===== src/rtl/hpslot_pkg.sv =====
package hpslot_pkg;
   localparam int REG_W  = 16;
   localparam int N_LVL  = 4;
   localparam int CTRL_W = 11;

   typedef enum logic [1:0] {
      A_CAP_LO = 2'd0,
      A_CAP_HI = 2'd1,
      A_CTRL   = 2'd2,
      A_STAT   = 2'd3
   } hp_addr_e;

   // status / enable bit positions (decoded by software)
   localparam int B_BTN   = 0;
   localparam int B_PF    = 1;
   localparam int B_LATCH = 2;
   localparam int B_PRES  = 3;
   localparam int B_CMPL  = 4;
   localparam int B_HP_IE = 5;
   localparam int B_ATTN  = 6;
   localparam int B_PIND  = 8;
   localparam int B_POFF  = 10;
   localparam int B_ILOCK = 11;

   localparam logic [CTRL_W-1:0] CTRL_RST = 11'h7C0;
endpackage


===== src/rtl/hpslot_ctrl.sv =====
module hpslot_ctrl
   import hpslot_pkg::*;
(
   input  logic              clk,
   input  logic              rst_n,
   input  logic              wr_i,
   input  logic [CTRL_W:0]   wdata_i,
   output logic [CTRL_W-1:0] ctrl_o,
   output logic              tog_o
);
   logic [CTRL_W-1:0] ctrl_q;
   logic              tog_q;

   always_ff @(posedge clk or negedge rst_n) begin
      if (!rst_n) begin
         ctrl_q <= CTRL_RST;
         tog_q  <= 1'b0;
      end else begin
         tog_q <= wr_i & wdata_i[B_ILOCK];
         if (wr_i) ctrl_q <= wdata_i[CTRL_W-1:0];
      end
   end

   assign ctrl_o = ctrl_q;
   assign tog_o  = tog_q;


   ctrl_store_chk: assert property (@(posedge clk) disable iff (!rst_n)
      wr_i |=> ctrl_o == $past(wdata_i[CTRL_W-1:0]));

   tog_cause_chk: assert property (@(posedge clk) disable iff (!rst_n)
      tog_o |-> $past(wr_i && wdata_i[B_ILOCK]));
endmodule


===== src/rtl/hpslot_cmpl.sv =====
module hpslot_cmpl #(
   parameter int DELAY  = 64,
   parameter bit ENABLE = 1'b1
) (
   input  logic clk,
   input  logic rst_n,
   input  logic start_i,
   output logic done_o
);
   localparam int CW = $clog2(DELAY + 1);

   generate
      if (DELAY < 1) begin : g_bad_delay
         $error("hpslot_cmpl: DELAY must be at least 1");
      end

      if (ENABLE) begin : g_timer
         logic [CW-1:0] cnt_q;
         always_ff @(posedge clk or negedge rst_n) begin
            if (!rst_n)                cnt_q <= '0;
            else if (start_i)          cnt_q <= CW'(DELAY);
            else if (cnt_q != '0)      cnt_q <= cnt_q - 1'b1;
         end
         assign done_o = (cnt_q == CW'(1));

         if (DELAY > 1) begin : g_min_gap

            no_early_done_chk: assert property (@(posedge clk) disable iff (!rst_n)
               start_i |=> !done_o);
         end
      end else begin : g_none
         logic unused_start;
         assign unused_start = start_i;
         assign done_o       = 1'b0;
      end
   endgenerate
endmodule


===== src/rtl/hpslot_evt.sv =====
module hpslot_evt #(
   parameter int               NL        = 4,
   parameter logic [NL-1:0]    BOTH_EDGE = '0,
   parameter logic [NL:0]      STICKY    = '0
) (
   input  logic          clk,
   input  logic          rst_n,
   input  logic [NL-1:0] lvl_i,
   input  logic          cmpl_i,
   input  logic          clr_i,
   input  logic [NL:0]   clr_mask_i,
   input  logic          pwr_on_i,
   output logic [NL:0]   stat_o
);
   logic [NL-1:0] prev_q;
   logic [NL-1:0] ev;
   logic [NL:0]   clr_eff;
   logic [NL:0]   stat_q;
   logic          primed_q;

   generate
      for (genvar i = 0; i < NL; i++) begin : g_edge
         if (BOTH_EDGE[i]) begin : g_both
            assign ev[i] = primed_q & (lvl_i[i] ^ prev_q[i]);
         end else begin : g_rise
            assign ev[i] = primed_q & lvl_i[i] & ~prev_q[i];
         end
      end
      for (genvar j = 0; j <= NL; j++) begin : g_clr
         if (STICKY[j]) begin : g_hold
            assign clr_eff[j] = clr_i & clr_mask_i[j] & pwr_on_i;
         end else begin : g_free
            assign clr_eff[j] = clr_i & clr_mask_i[j];
         end
      end
   endgenerate

   always_ff @(posedge clk or negedge rst_n) begin
      if (!rst_n) begin
         prev_q   <= '0;
         primed_q <= 1'b0;
         stat_q   <= '0;
      end else begin
         prev_q   <= lvl_i;
         primed_q <= 1'b1;
         stat_q   <= (stat_q & ~clr_eff) | {cmpl_i, ev};
      end
   end

   assign stat_o = stat_q;


   rise_sets_chk: assert property (@(posedge clk) disable iff (!rst_n)
      (primed_q && lvl_i[0] && !prev_q[0]) |=> stat_o[0]);

   fall_sets_chk: assert property (@(posedge clk) disable iff (!rst_n)
      (primed_q && !lvl_i[NL-1] && prev_q[NL-1] && BOTH_EDGE[NL-1]) |=> stat_o[NL-1]);

   w1c_clears_chk: assert property (@(posedge clk) disable iff (!rst_n)
      (clr_i && clr_mask_i[0] && !ev[0]) |=> !stat_o[0]);

   sticky_hold_chk: assert property (@(posedge clk) disable iff (!rst_n)
      (stat_o[1] && !pwr_on_i && STICKY[1]) |=> stat_o[1]);
endmodule


===== src/rtl/hpslot_regs.sv =====
module hpslot_regs
   import hpslot_pkg::*;
#(
   parameter int CMPL_DELAY   = 64,
   parameter int SLOT_NUM     = 1,
   parameter bit HAS_BUTTON   = 1'b1,
   parameter bit HAS_PWRCTL   = 1'b1,
   parameter bit HAS_LATCH    = 1'b1,
   parameter bit HAS_ATTN_IND = 1'b1,
   parameter bit HAS_PWR_IND  = 1'b1,
   parameter bit SURPRISE_OK  = 1'b0,
   parameter bit HOTPLUG_OK   = 1'b1,
   parameter bit HAS_ILOCK    = 1'b1,
   parameter bit NO_CMPL      = 1'b0
) (
   input  logic              clk,
   input  logic              rst_n,
   input  logic [1:0]        reg_addr,
   input  logic              reg_wr_en,
   input  logic [REG_W-1:0]  reg_wdata,
   output logic [REG_W-1:0]  reg_rdata,
   input  logic              btn_in,
   input  logic              present_in,
   input  logic              latch_in,
   input  logic              pfault_in,
   input  logic              ilock_state_in,
   output logic              slot_pwr_en,
   output logic [1:0]        attn_ind,
   output logic [1:0]        pwr_ind,
   output logic              ilock_toggle,
   output logic              irq
);
   localparam logic [12:0] SLOT_BITS = 13'(SLOT_NUM);
   localparam logic [31:0] CAP_WORD  = {SLOT_BITS, NO_CMPL, HAS_ILOCK, 10'b0,
                                        HOTPLUG_OK, SURPRISE_OK, HAS_PWR_IND,
                                        HAS_ATTN_IND, HAS_LATCH, HAS_PWRCTL, HAS_BUTTON};
   localparam bit CMPL_OK = !NO_CMPL &&
                            (HAS_PWRCTL || HAS_ATTN_IND || HAS_PWR_IND || HAS_ILOCK);
   // presence and latch take both edges; power fault is sticky
   localparam logic [N_LVL-1:0] BOTH_MASK = 4'b1100;
   localparam logic [N_LVL:0]   STICKY    = 5'b00010;

   generate
      if (SLOT_NUM < 0 || SLOT_NUM > 8191) begin : g_bad_slot
         $error("hpslot_regs: SLOT_NUM must fit in 13 bits");
      end
   endgenerate

   hp_addr_e          addr;
   logic              ctl_wr, st_wr, cmpl_evt;
   logic [CTRL_W-1:0] ctrl;
   logic [N_LVL:0]    stat;
   logic [N_LVL-1:0]  lvl;
   logic              unused_wdata_hi;

   assign addr            = hp_addr_e'(reg_addr);
   assign ctl_wr          = reg_wr_en && (addr == A_CTRL);
   assign st_wr           = reg_wr_en && (addr == A_STAT);
   assign lvl             = {present_in, latch_in, pfault_in, btn_in};
   assign unused_wdata_hi = ^reg_wdata[REG_W-1:CTRL_W+1];

   hpslot_ctrl u_ctrl (
      .clk     (clk),
      .rst_n   (rst_n),
      .wr_i    (ctl_wr),
      .wdata_i (reg_wdata[CTRL_W:0]),
      .ctrl_o  (ctrl),
      .tog_o   (ilock_toggle)
   );

   hpslot_cmpl #(.DELAY(CMPL_DELAY), .ENABLE(CMPL_OK)) u_cmpl (
      .clk     (clk),
      .rst_n   (rst_n),
      .start_i (ctl_wr),
      .done_o  (cmpl_evt)
   );

   hpslot_evt #(.NL(N_LVL), .BOTH_EDGE(BOTH_MASK), .STICKY(STICKY)) u_evt (
      .clk        (clk),
      .rst_n      (rst_n),
      .lvl_i      (lvl),
      .cmpl_i     (cmpl_evt),
      .clr_i      (st_wr),
      .clr_mask_i (reg_wdata[N_LVL:0]),
      .pwr_on_i   (!ctrl[B_POFF]),
      .stat_o     (stat)
   );

   assign slot_pwr_en = !ctrl[B_POFF];
   assign attn_ind    = ctrl[B_ATTN+1:B_ATTN];
   assign pwr_ind     = ctrl[B_PIND+1:B_PIND];
   assign irq         = ctrl[B_HP_IE] &&
                        ((|(stat[N_LVL-1:0] & ctrl[N_LVL-1:0])) ||
                         (stat[B_CMPL] && ctrl[B_CMPL]));

   always_comb begin
      unique case (addr)
         A_CAP_LO: reg_rdata = CAP_WORD[15:0];
         A_CAP_HI: reg_rdata = CAP_WORD[31:16];
         A_CTRL:   reg_rdata = {5'b0, ctrl};
         default:  reg_rdata = {8'b0, ilock_state_in, present_in, latch_in, stat};
      endcase
   end


   irq_gate_chk: assert property (@(posedge clk) disable iff (!rst_n)
      !ctrl[B_HP_IE] |-> !irq);

   live_bits_chk: assert property (@(posedge clk) disable iff (!rst_n)
      (addr == A_STAT) |-> reg_rdata[7:5] == {ilock_state_in, present_in, latch_in});

   generate
      if (!CMPL_OK) begin : g_no_cmpl_chk

         never_cmpl_chk: assert property (@(posedge clk) disable iff (!rst_n)
            !stat[B_CMPL]);
      end
   endgenerate
endmodule


===== config.mk =====
export PLATFORM = sky130hd
export DESIGN_NAME = hpslot_regs
export DESIGN_NICKNAME = d
export VERILOG_FILES = /design/src/rtl/hpslot_pkg.sv /design/src/rtl/hpslot_ctrl.sv /design/src/rtl/hpslot_cmpl.sv /design/src/rtl/hpslot_evt.sv /design/src/rtl/hpslot_regs.sv
export SDC_FILE = /design/constraint.sdc
export NUM_CORES = 1
export LEC_CHECK = 0
export BUFFER_PORTS_ARGS = -buffer_cell sky130_fd_sc_hd__buf_2
export CORE_ASPECT_RATIO = 1.75
export CORE_MARGIN = 10
export CORE_UTILIZATION = 50
export CTS_CLUSTER_DIAMETER = 100
export CTS_CLUSTER_SIZE = 25
export DETAILED_ROUTE_END_ITERATION = 16
export GPL_TIMING_DRIVEN = 0
export PLACE_DENSITY = 0.84
export SLEW_MARGIN = 10
export SYNTH_ARGS = -nofsm -noshare
export SYNTH_HDL_FRONTEND = slang
export SYNTH_SLANG_ARGS = --single-unit
export TNS_END_PERCENT = 10

===== constraint.sdc =====
create_clock -name clk -period 4.9 [get_ports clk]
set_clock_uncertainty 0.1 [all_clocks]
set_input_delay 0.245 -clock clk [delete_from_list [all_inputs] [get_ports clk]]
set_output_delay 0.245 -clock clk [all_outputs]
set_load 0.02 [all_outputs]

Word-level counts from Yosys, hierarchy flattened
Index checks and enable logic that the tools add are counted.
{ "op_classes": {"n_addsub": 1, "eq_ne": 4, "mux": 3, "n_bitwise": 21, "reduce_logical": 10} }
{ "ops": {"columns": ["cell", "count"], "rows": [
  ["$pmux W11 S3", 1],
  ["$mux W7", 2],
  ["$and A1 B1 Y1", 13],
  ["$eq A7 B1 Y1 const B", 1],
  ["$reduce_bool A7 Y1", 1],
  ["$sub A7 B1 Y7 const B", 1],
  ["$and A5 B5 Y5", 1],
  ["$not A5 Y5", 1],
  ["$or A5 B5 Y5", 1],
  ["$and A4 B4 Y4", 1],
  ["$eq A2 B2 Y1 const B", 2],
  ["$logic_and A1 B1 Y1", 4],
  ["$reduce_or A4 Y1", 1],
  ["$eq A2 B1 Y1 const B", 1],
  ["$logic_not A2 Y1", 1],
  ["$not A1 Y1", 2],
  ["$reduce_bool A2 Y1", 1],
  ["$xor A1 B1 Y1", 2],
  ["$logic_not A1 Y1", 1],
  ["$logic_or A1 B1 Y1", 1]
]} }
{ "totals": {"reg_bits": 29, "in_bits": 26, "out_inout_bits": 23, "elab_cells": 45} }

Depth between registers and ports, before layout
Gate-level depths: netlist of run 1.
{ "depth": {"depth_word": 7, "ltp_mapped": 5, "ltp_nobuf": 5} }

By module
A second synthesis of run 1 with hierarchy kept.
{ "hier_totals": {"cells_unflattened": 123, "hier_area_um2": 1443.9} }
{ "by_module_without_submodules": {"columns": ["mod", "n_inst", "cells_each", "area_each_um2", "seq_area_each_um2"], "rows": [
  ["hpslot_ctrl", 1, 25, 483.0, 306.5],
  ["hpslot_cmpl", 1, 38, 380.4, 175.2],
  ["hpslot_evt", 1, 25, 341.6, 250.2],
  ["hpslot_regs", 1, 35, 239.0, 0.0]
]} }

Worst setup path before layout of run 1
No wires, ideal clock.
{ "synth_path": {"path_type": "register -> register", "start": "register u_cmpl.g_timer.cnt_q[0]", "end": "register u_cmpl.g_timer.cnt_q[4]", "setup_time_ns": 0.077, "t_arrival_ns": 1.467, "t_required_ns": 4.723, "path_slack_ns": 3.256, "path_stages_with_launch": 6, "path_buffers": 0, "synth_period_minus_slack_ns": 1.644, "cell_sequence": "dfrtp_1 > inv_1 > ha_1 > or3b_1 > or3_1 > a21oi_1"} }
{ "synth_between": {"elab_chain_cells": 3, "elab_cells_between_ends": 5, "classes_between": "1 x add/sub; 2 x mux; 2 x reduce/logical"} }
{ "synth_lines": {"columns": ["item", "line_no", "source"], "rows": [
  ["from (decl)", "hpslot_cmpl.sv:18", "logic [CW-1:0] cnt_q;"],
  ["from (signal assigned)", "hpslot_cmpl.sv:21", "else if (start_i) cnt_q <= CW'(DELAY);"],
  ["from (signal assigned)", "hpslot_cmpl.sv:22", "else if (cnt_q != '0) cnt_q <= cnt_q - 1'b1;"],
  ["$sub A7 B1 Y7", "hpslot_cmpl.sv:22", null],
  ["$mux W7", "hpslot_cmpl.sv:22", null],
  ["$mux W7", "hpslot_cmpl.sv:21", null]
]} }
Several ways; a longest one is shown, not always the timed one. The select of a mux whose other input is x is not followed.
A chain may end at the register's enable or synchronous reset.

Worst setup path after layout of run 1
Same ends and word-level chain as after synthesis.

==> results.md, run 1 <==
- Post-synth EDFFs: 0
- Worst reg2reg path depth: 5
- Ant diodes: 0
- Synth warn: 0
- Tmin final: about 1.8 ns
- Clock Tree Buf Depth: 2
- Cell Pwr Density: 440 mW/mm^2
- Vias in the first global route: between 1,000 and 1,500
- WL final: about 3300 um
- Worst Setup SP: u_cmpl.g_timer.cnt_q[0]
- Hold Violations, Final: 0
- Final setup vio count: 0
- Post-synth top area cell: dfrtp_1
- Filler cell count: between 200 and 250
- Synth top area share: 42.4%
- Hold Crit Depth: 2
- Total GRT Usage: a little over an eighth
- Setup crit end kind: flip-flop
- Slew Viols, Final: 0
- Sequential fraction of the synthesis area: 51.6%
- Worst VDD drop: 324 uV
- Reg area: roughly 730 um^2
- TritonCTS buffer count: 5
- Flop-to-flop setup slack: 3.12 ns
- Via count: between 1,000 and 1,500
- Post-DP HPWL: about 2600 um
- Row Count: 25
- Initial Utilization: a little over half
- Clk root buf: clkbuf_8
- First-pass GRT wire length: between 5000 and 6000 um
- Status: finished clean
- Routed Antenna Nets: 0
- DRT Pass-1 Iters: 4
- Synth cell types: 36
- FF+latch count, synth: 29
- Top cells by area, synth: dfrtp_1 42%, dfstp_2 9.3%, mux2_2 8.7%, buf_4 4.8%, nand2_1 3.7%
- CTS tree: done
- Syn avg cell area: roughly 11 um^2
- Cells after Synth: between 100 and 150
- Area of the multi-input gates: 608 um^2
- Die ar.: around 0.0054 mm^2
- Via density: 5.24
- Gpl congestion: ~0.9
- RR Endpoint: u_cmpl.g_timer.cnt_q[4]
- FMAX: ~0.56 GHz
- Slew margin rel.: between 50 and 60%
- Syn Std Cell Area: 0.00142 mm^2
- Commonest cells after routing, fill and taps aside: 41 x buf_2, 24 x dfrtp_1, 14 x nand2_1
- Element type at the critical path start: flip-flop
- Setup TNS: 0 ns
- Crit path to: u_cmpl.g_timer.cnt_q[4]
- Gr ovfl total: 0
- Die width: roughly 60 um
- RSZ-0062 raised after global routing: false
- Number of nets in the layout: 212
- Static leakage: ~0.9 nW
- Initial antenna violation count: 0
- CP max FO: 5
- Avg WL per Cell: ~16 um
- Layout cells sized above 1: between 40% and 50%
- Hold crit path type: in2reg
- WP data required: 5.00 ns
- Clk_lat worst skew: 0.28 ns
- Fraction of registers with async set/reset: 100%
- Core Footprint: roughly 0.0027 mm^2
- Worst slew pin tran: ~0.63 ns
- Port Buf Inserts: 39
- H-tree levels: 2
- Number of DRC markers in iteration 0: 19
- Num ports: between 40 and 50
- Num Clock Sinks: 29
- Largest net degree at the start of global routing: 30
- Most common cell after layout, fill and taps aside: buf_2
- Synth Flop Type: dfrtp_1
- Overall Power: about 0.79 mW
- CTS clk-pin slew, worst paths: 0.06 ns
- CP arrival: around 1.9 ns
- DRC: 0
- Final period util: 36.3%
- Synth-to-layout area growth: 26.8%
- Max cap viols: 0
- FF-to-FF Start: u_cmpl.g_timer.cnt_q[0]
- Critical path class: reg2reg
- Die H: ~90 um
-- area by class of cell --
type                       count  share of cell area [%]
sequential                    29                    40.7
multi-input combinational     89                    33.8
timing repair buffer          44                    13.6
buffer                        12                    4.52
clock buffer                   5                    3.83
tap                           27                    1.88
clock inverter                 3                   0.974
inverter                       3                   0.626
-- cells in the mapped netlist, drive strengths merged, types with 2 or more instances --
| master | n |
|---|---|
| inv | 3 |
| nor2 | 7 |
| a21oi | 5 |
| nand2 | 14 |
| mux2 | 11 |
| nand3b | 2 |
| nor2b | 3 |
| or3 | 2 |
| o2bb2ai | 2 |
| nor3 | 5 |
| and2 | 3 |
| ha | 2 |
| and3 | 2 |
| xor2 | 3 |
| conb | 2 |
| o21a | 2 |
| dfrtp | 24 |
| mux2i | 4 |
| buf | 11 |
| a22o | 3 |
| dfstp | 5 |
-- where the power goes --
part	leakage [nW]	internal, mW	switching, mW	total [mW]
registers	0.335	0.302	0.0528	0.354
clock network	0.0439	0.0976	0.0909	0.188
logic	0.499	0.123	0.125	0.249
total	0.878	0.522	0.269	0.791
-- kinds of logic after synthesis --
family                     synth area share [%]
other                                     0.530
xor gates and xnor gates                   2.47
muxes                                      11.6
AOI/OAI and AO/OA                          9.97
DFF                                        51.6
and+or+nand+nor                            15.5
buffers and inverters                      6.53
adders and majority gates                  1.76
-- routing by layer --
layer | vias to the layer above | wire (um) | GRT usage, %
met1 | 519 | 1280 | 14.5
li1 | 542 | - | -
met3 | 8 | 244 | 5.77
met5 | - | 0 | 0
met2 | 41 | 1700 | 21.3
met4 | 0 | 88 | 7.89
-- repair_timing --
action                    4_1_cts  5_1_grt
resized for setup               0        0
hold buffers                    5        0
buffers inserted                0        0
hold endpoints to repair       28        0
-- how the worst min path moves through the flow --
| stage | slack, ns | start | end |
|---|---|---|---|
| after global placement | 0.19 | rst_n | u_evt.primed_q |
| after detailed placement | 0.20 | rst_n | u_evt.primed_q |
| after floorplan | -0.15 | rst_n | u_cmpl.g_timer.cnt_q[0] |
| after CTS | 0.08 | reg_wdata[9] | u_ctrl.ctrl_o[9] |
| final | 0.09 | reg_wdata[6] | u_ctrl.ctrl_o[6] |
| after global routing | 0.09 | reg_wdata[9] | u_ctrl.ctrl_o[9] |
-- registers in the layout, indices dropped and copies added (netlist names) --
signal                count
u_evt.prev_q              4
u_ctrl.ctrl_o            11
u_evt.primed_q            1
u_ctrl.tog_o              1
u_cmpl.g_timer.cnt_q      7
u_evt.stat_o              5
-- critical path, cell delays in order, from the launching register on --
cell and delay, ns:
dfrtp_1 0.41, inv_1 0.07, ha_1 0.21, or3b_1 0.41, or3_1 0.36, a21oi_1 0.14
-- stage by stage --
stage	instance area, um^2	hold WS, ns	utilization [%]	std cells	worst slack (ns)
floorplan	1430	-0.151	-	133	3.26
global placement	1660	0.193	61.1	199	3.20
detailed placement	1660	0.205	61.1	199	3.13
CTS	1800	0.0820	66.1	212	3.11
global route	1800	0.0873	66.1	212	3.03
finish	1800	0.0934	66.1	212	3.12
Note: power is estimated with default switching activity, not from simulation.
==> inputs of run 2 (changes only) <==
- CORE_UTILIZATION: 50 -> 44
- PLACE_DENSITY: 0.84 -> 0.78
- clock period: 4.9 -> 1.6 ns (I/O delays scaled with it)
==> run 2 against run 1 <==
The run now ends with negative setup slack left; critical endpoint unchanged; register-to-register slack lost 3.2 ns; sequential power increased to 3.1 times the previous value; largest cell class unchanged; critical path depth did not move; power increased to 3.5 times the previous value; die area up 9.8%; sequential share of layout area fell by 4.8 points; worst setup slack got worse by 3.2 ns; maximum frequency rose by 7.1%; largest power group unchanged; utilization fell by 1.1 points.
==> results.md, run 2 (same netlist as run 1, synthesis figures left out) <==
- WL final: 4080 um
- Final Instance Area: between 0.002 and 0.0025 mm^2
- Worst Setup SP: u_cmpl.g_timer.cnt_q[0]
- Final period util: 104%
- Worst VDD drop: between 1000 and 1500 uV
- First-pass GRT wire length: approximately 6500 um
- CP arrival: approximately 1.8 ns
- Post-DP HPWL: ~2700 um
- Hold Violations, Final: 0
- Vias in the first global route: approximately 1,400
- Row Count: 27
- Via density: between 5 and 6
- Critical-path cell list: inv_2, ha_4, or3b_4, or3_4, a21oi_2
- Layout cells sized above 1: 43.6%
- Setup TNS: -0.0588 ns
- Fin worst setup slack: -0.0588 ns
- Core Footprint: around 0.0031 mm^2
- TritonCTS buffer count: 5
- Gr ovfl total: 0
- Highest Signal Layer: met4
- Critical path buffers and inverters: 1
- Filler cell count: roughly 250
- Gpl congestion: ~0.85
- CP max FO: 3
- CTS clk-pin slew, worst paths: 0.06 ns
- Final setup vio count: 1
- Number of DRC markers in iteration 0: 29
- Initial Utilization: 45.1%
- Port Buf Inserts: 39
- Worst slew pin tran: roughly 0.63 ns
- Met3 WL: approximately 320 um
- DRT Pass-1 Iters: 4
- WP data required: 1.72 ns
- Placed Cells: ~220
- Placed Area: 0.00169 mm^2
- Element type at the critical path start: flip-flop
- Initial antenna violation count: 0
- CTS tree: done
- Layout Utilization: between 60 and 70%
- Number of nets in the layout: 231
- Fin cells: ~250
- Status: finished, violations left
- Failing checks: negative setup slack
- Clk root buf: clkbuf_8
- RR Endpoint: u_cmpl.g_timer.cnt_q[4]
- Via count: 1,248
- Number of flip-flops in the largest register: 11
- FMAX: between 0.6 and 0.7 GHz
- Flop-to-flop setup slack: -0.06 ns
- Die ar.: 0.00598 mm^2
- Synth-to-layout area growth: 44.0%
- Cell Pwr Density: roughly 1400 mW/mm^2
- Most common cell after layout, fill and taps aside: buf_2
- Largest net degree at the start of global routing: 30
- Slew margin rel.: 57.8%
- DRC: 0
- Crit path max-delay family: simple AND/OR/NAND/NOR gates
- Clock Tree Buf Depth: 2
- Hold Crit Depth: 3
- Slew Viols, Final: 0
- Hold crit path type: in2reg
- Avg WL per Cell: 16.5 um
- Met2 WL: 2070 um
- Max cap viols: 0
- Worst reg2reg path depth: 5
- Num ports: 49
- RSZ-0062 raised after global routing: true
- Die width: about 63 um
- WHS: ~0.07 ns
- Total GRT Usage: 13.7%
- FF-to-FF Start: u_cmpl.g_timer.cnt_q[0]
- Die H: approximately 95 um
- Cell depth of the worst setup path: 5
- Tmin final: 1.66 ns
- Commonest cells after routing, fill and taps aside: 41 x buf_2, 24 x dfrtp_1, 18 x dlygate4sd3_1
- H-tree levels: 2
- Crit path to: u_cmpl.g_timer.cnt_q[4]
- Setup crit end kind: flip-flop
- Clk_lat worst skew: slightly below 0.3 ns
- Routed Antenna Nets: 0
- Static leakage: 0.976 nW
- Num Clock Sinks: 29
- WL met1: 1510 um
- CP max stage delay: 0.41 ns
- Critical path class: reg2reg
- Critical-path top delay cell: dfrtp_1
run 2: cell count changes in the layout (fill, tap and decap cells not counted), moves of 2 or more:
cell and delta:
buf_4 +6, clkbuf_8 +2, inv_1 -2, dlygate4sd3_1 +13, inv_2 +2
run 2: power by group:
group / internal [mW] / leakage (nW) / switching [mW]
sequential: 0.923 / 0.335 / 0.183
combinational: 0.538 / 0.587 / 0.477
clock: 0.388 / 0.0542 / 0.290
run 2: metal layers:
layer | up-vias | global-route usage [%]
met2 | 51 | 23.1
met4 | 0 | 10.1
met1 | 601 | 13.2
li1 | 582 | -
met3 | 14 | 5.75
met5 | - | 0
run 2: per-stage QoR:
step | setup WS [ns] | total power [mW]
2_1_floorplan | -0.0173 | 1.64
3_3_place_gp | -0.0582 | 1.82
3_5_place_dp | -0.106 | 1.88
4_1_cts | -0.0154 | 2.69
5_1_grt | -0.0884 | 2.96
6_report | -0.0588 | 2.80
run 2: worst min-delay path by stage:
stage / start / end / slack [ns]
3_5_place_dp: rst_n / u_ctrl.tog_o / 0.03
6_report: reg_addr[0] / u_ctrl.tog_o / 0.07
5_1_grt: reg_addr[0] / u_ctrl.tog_o / 0.1
4_1_cts: reg_addr[0] / u_ctrl.tog_o / 0.08
2_1_floorplan: rst_n / u_cmpl.g_timer.cnt_q[0] / -0.32
3_3_place_gp: rst_n / u_ctrl.tog_o / 0.03
run 2: worst register-to-register path: stages, from the launching register on:
cell     delay, ns
dfrtp_1       0.41
inv_2         0.09
ha_4          0.14
or3b_4        0.40
or3_4         0.34
a21oi_2       0.12
run 2: repair_timing:
action | in CTS | in global routing
hold buffers | 18 | 0
pin swaps | 2 | 0
gates resized for setup | 3 | 6
setup buffers | 4 | 2
endpoints found under the hold margin | 42 | 0
endpoints found under the setup margin | 3 | 8
run 2: layout make-up:
| cell class | instances | area, um^2 | area share (%) |
|---|---|---|---|
| clock buffer | 7 | 96.3 | 4.72 |
| sequential | 29 | 732 | 35.9 |
| clock inverter | 1 | 5.00 | 0.245 |
| antenna | 1 | 2.50 | 0.123 |
| multi-input combinational | 89 | 638 | 31.3 |
| tap | 43 | 53.8 | 2.64 |
| inverter | 3 | 11.3 | 0.552 |
| timing repair buffer | 63 | 420 | 20.6 |
| buffer | 12 | 81.3 | 3.99 |
==> inputs of run 3 (changes only) <==
- CORE_MARGIN: 10 -> not set
==> run 3 against run 2 <==
The run still ends with negative setup slack left; worst hold slack better by 0.066 ns; combinational power fell by 7%; via count is 1.8% lower; wire length is 15% lower; largest power group unchanged; global-route usage increased by 9.2 points; sequential share of layout area increased by 0.83 points; power shrank 5.7%; cell area is 2.1% lower.
==> results.md, run 3 (same netlist as run 1, synthesis figures left out) <==
- Status: finished, violations left
- Failing checks: negative setup slack
- Overall Power: between 2 and 3 mW
- Clk root buf: clkbuf_8
- Worst slack, placed: -0.117 ns
- DRT Pass-1 Iters: 4
- Layout cells sized above 1: approximately 43%
- CP max FO: 4
- Slew Viols, Final: 0
- WL met1: 1320 um
- Number of flip-flops in the largest register: 11
- Layout Utilization: 66.8%
- Core Footprint: about 0.0030 mm^2
- Largest net degree at the start of global routing: 30
- First-pass GRT wire length: ~5700 um
- Number of nets in the layout: between 200 and 250
- Slew margin rel.: 57.1%
- Final period util: 102%
- Critical-path cell list: inv_2, ha_4, or3b_4, or3_4, a21oi_2
- Port Buf Inserts: 39
- Static leakage: ~0.95 nW
- Fin worst setup slack: -0.0393 ns
- Element type at the critical path start: flip-flop
- Hold Crit Depth: 3
- Highest Signal Layer: met4
- Worst reg2reg path depth: 5
- Num Clock Sinks: 29
- Filler cell count: about 240
- Vias in the first global route: ~1,300
- Commonest cells after routing, fill and taps aside: 41 x buf_2, 23 x dfrtp_1, 18 x dlygate4sd3_1
- Setup TNS: -0.0393 ns
- Max cap viols: 0
- Via density: between 5 and 6
- Critical path class: reg2reg
- Setup crit end kind: flip-flop
- Number of DRC markers in iteration 0: 37
- Hold crit path type: in2reg
- Critical-path top delay cell: dfrtp_1
- Post-DP HPWL: ~2300 um
- Initial Utilization: between 40 and 50%
- Met3 WL: 174 um
- Worst slew pin tran: between 0.6 and 0.7 ns
- CTS clk-pin slew, worst paths: roughly 0.060 ns
- Total GRT Usage: 22.9%
- Initial antenna violation count: 0
- Die width: around 45 um
- Routed Antenna Nets: 0
- Num ports: 49
- Final setup vio count: 1
- Die ar.: 0.00346 mm^2
- Tmin final: between 1.5 and 2 ns
- Gr ovfl total: 0
- Clk_lat worst skew: 0.29 ns
- Worst VDD drop: between 700 and 800 uV
- Clock Tree Buf Depth: 2
- Cell Pwr Density: roughly 1300 mW/mm^2
- CP arrival: about 1.8 ns
- Synth-to-layout area growth: 41.0%
- FMAX: between 0.6 and 0.7 GHz
- Row Count: 26
- H-tree levels: 2
- WP data required: around 1.7 ns
- WL final: 3450 um
- Avg WL per Cell: between 10 and 15 um
- Hold Violations, Final: 0
- Placed Cells: approximately 210
- Gpl congestion: about 0.78
- DRC: 0
- Most common cell after layout, fill and taps aside: buf_2
- Met2 WL: roughly 1900 um
- CTS tree: done
- RSZ-0062 raised after global routing: true
- Via count: 1,226
- Ant diodes: 0
- TritonCTS buffer count: 5
- CP max stage delay: 0.40 ns
- Fin cells: roughly 240
- Die H: 77.1 um
## run 3: changes by cell type in the layout (fill, tap and decap cells not counted), sizes merged
| cell | change |
|---|---|
| buf | -4 |
| clkbuf | -1 |
| clkinv | +1 |
| diode | -1 |
## run 3: area by class of cell
cell class                 instances  area, um^2  area share [%]
buffer                            12        81.3            4.07
clock buffer                       6        72.6            3.63
clock inverter                     2        10.0           0.501
inverter                           3        11.3           0.564
multi-input combinational         89         647            32.4
sequential                        29         733            36.7
tap                               42        52.6            2.63
timing repair buffer              59         390            19.5
## run 3: final timing paths
check	start	endpoint	slack, ns
worst max-delay path	u_cmpl.g_timer.cnt_q[1]	u_cmpl.g_timer.cnt_q[4]	-0.04
worst min-delay path	reg_wr_en	u_cmpl.g_timer.cnt_q[4]	0.13
worst max register to register	u_cmpl.g_timer.cnt_q[1]	u_cmpl.g_timer.cnt_q[4]	-0.04
max in group asynchronous	rst_n	u_cmpl.g_timer.cnt_q[5]	0.69
worst min register to register	u_evt.prev_q[1]	u_evt.stat_o[1]	0.33
min in group asynchronous	rst_n	u_evt.prev_q[1]	0.24
## run 3: timing repair
item,4_1_cts,5_1_grt
endpoints found under the hold margin,44,0
resized for setup,4,7
endpoints found under the setup margin,4,7
pin swaps,3,1
setup buffers,2,0
hold buffers,18,0
## run 3: metal layers
metal	global-route usage [%]	vias to the layer above
met5	0	-
met4	8.48	0
met3	7.06	4
met2	38.7	51
met1	26.0	597
li1	-	574
## run 3: through the flow
step	instance area, um^2	hold WS [ns]
CTS	1970	0.144
detailed placement	1690	0.0372
global route	2000	0.169
global placement	1690	0.0268
floorplan	1440	-0.316
finish	2000	0.135
## run 3: critical path: cells and delay by family (launching register included)
| kind | cells | cell delay [ns] |
|---|---|---|
| AOI/OAI and AO/OA | 1 | 0.11 |
| adders and majority gates | 1 | 0.15 |
| and+or+nand+nor | 2 | 0.73 |
| buffers and inverters | 1 | 0.09 |
| DFF | 1 | 0.40 |
## run 3: report_power, final
| group | switching, mW | internal (mW) |
|---|---|---|
| registers | 0.172 | 0.925 |
| clock network | 0.296 | 0.300 |
| logic | 0.456 | 0.489 |
| total | 0.924 | 1.71 |
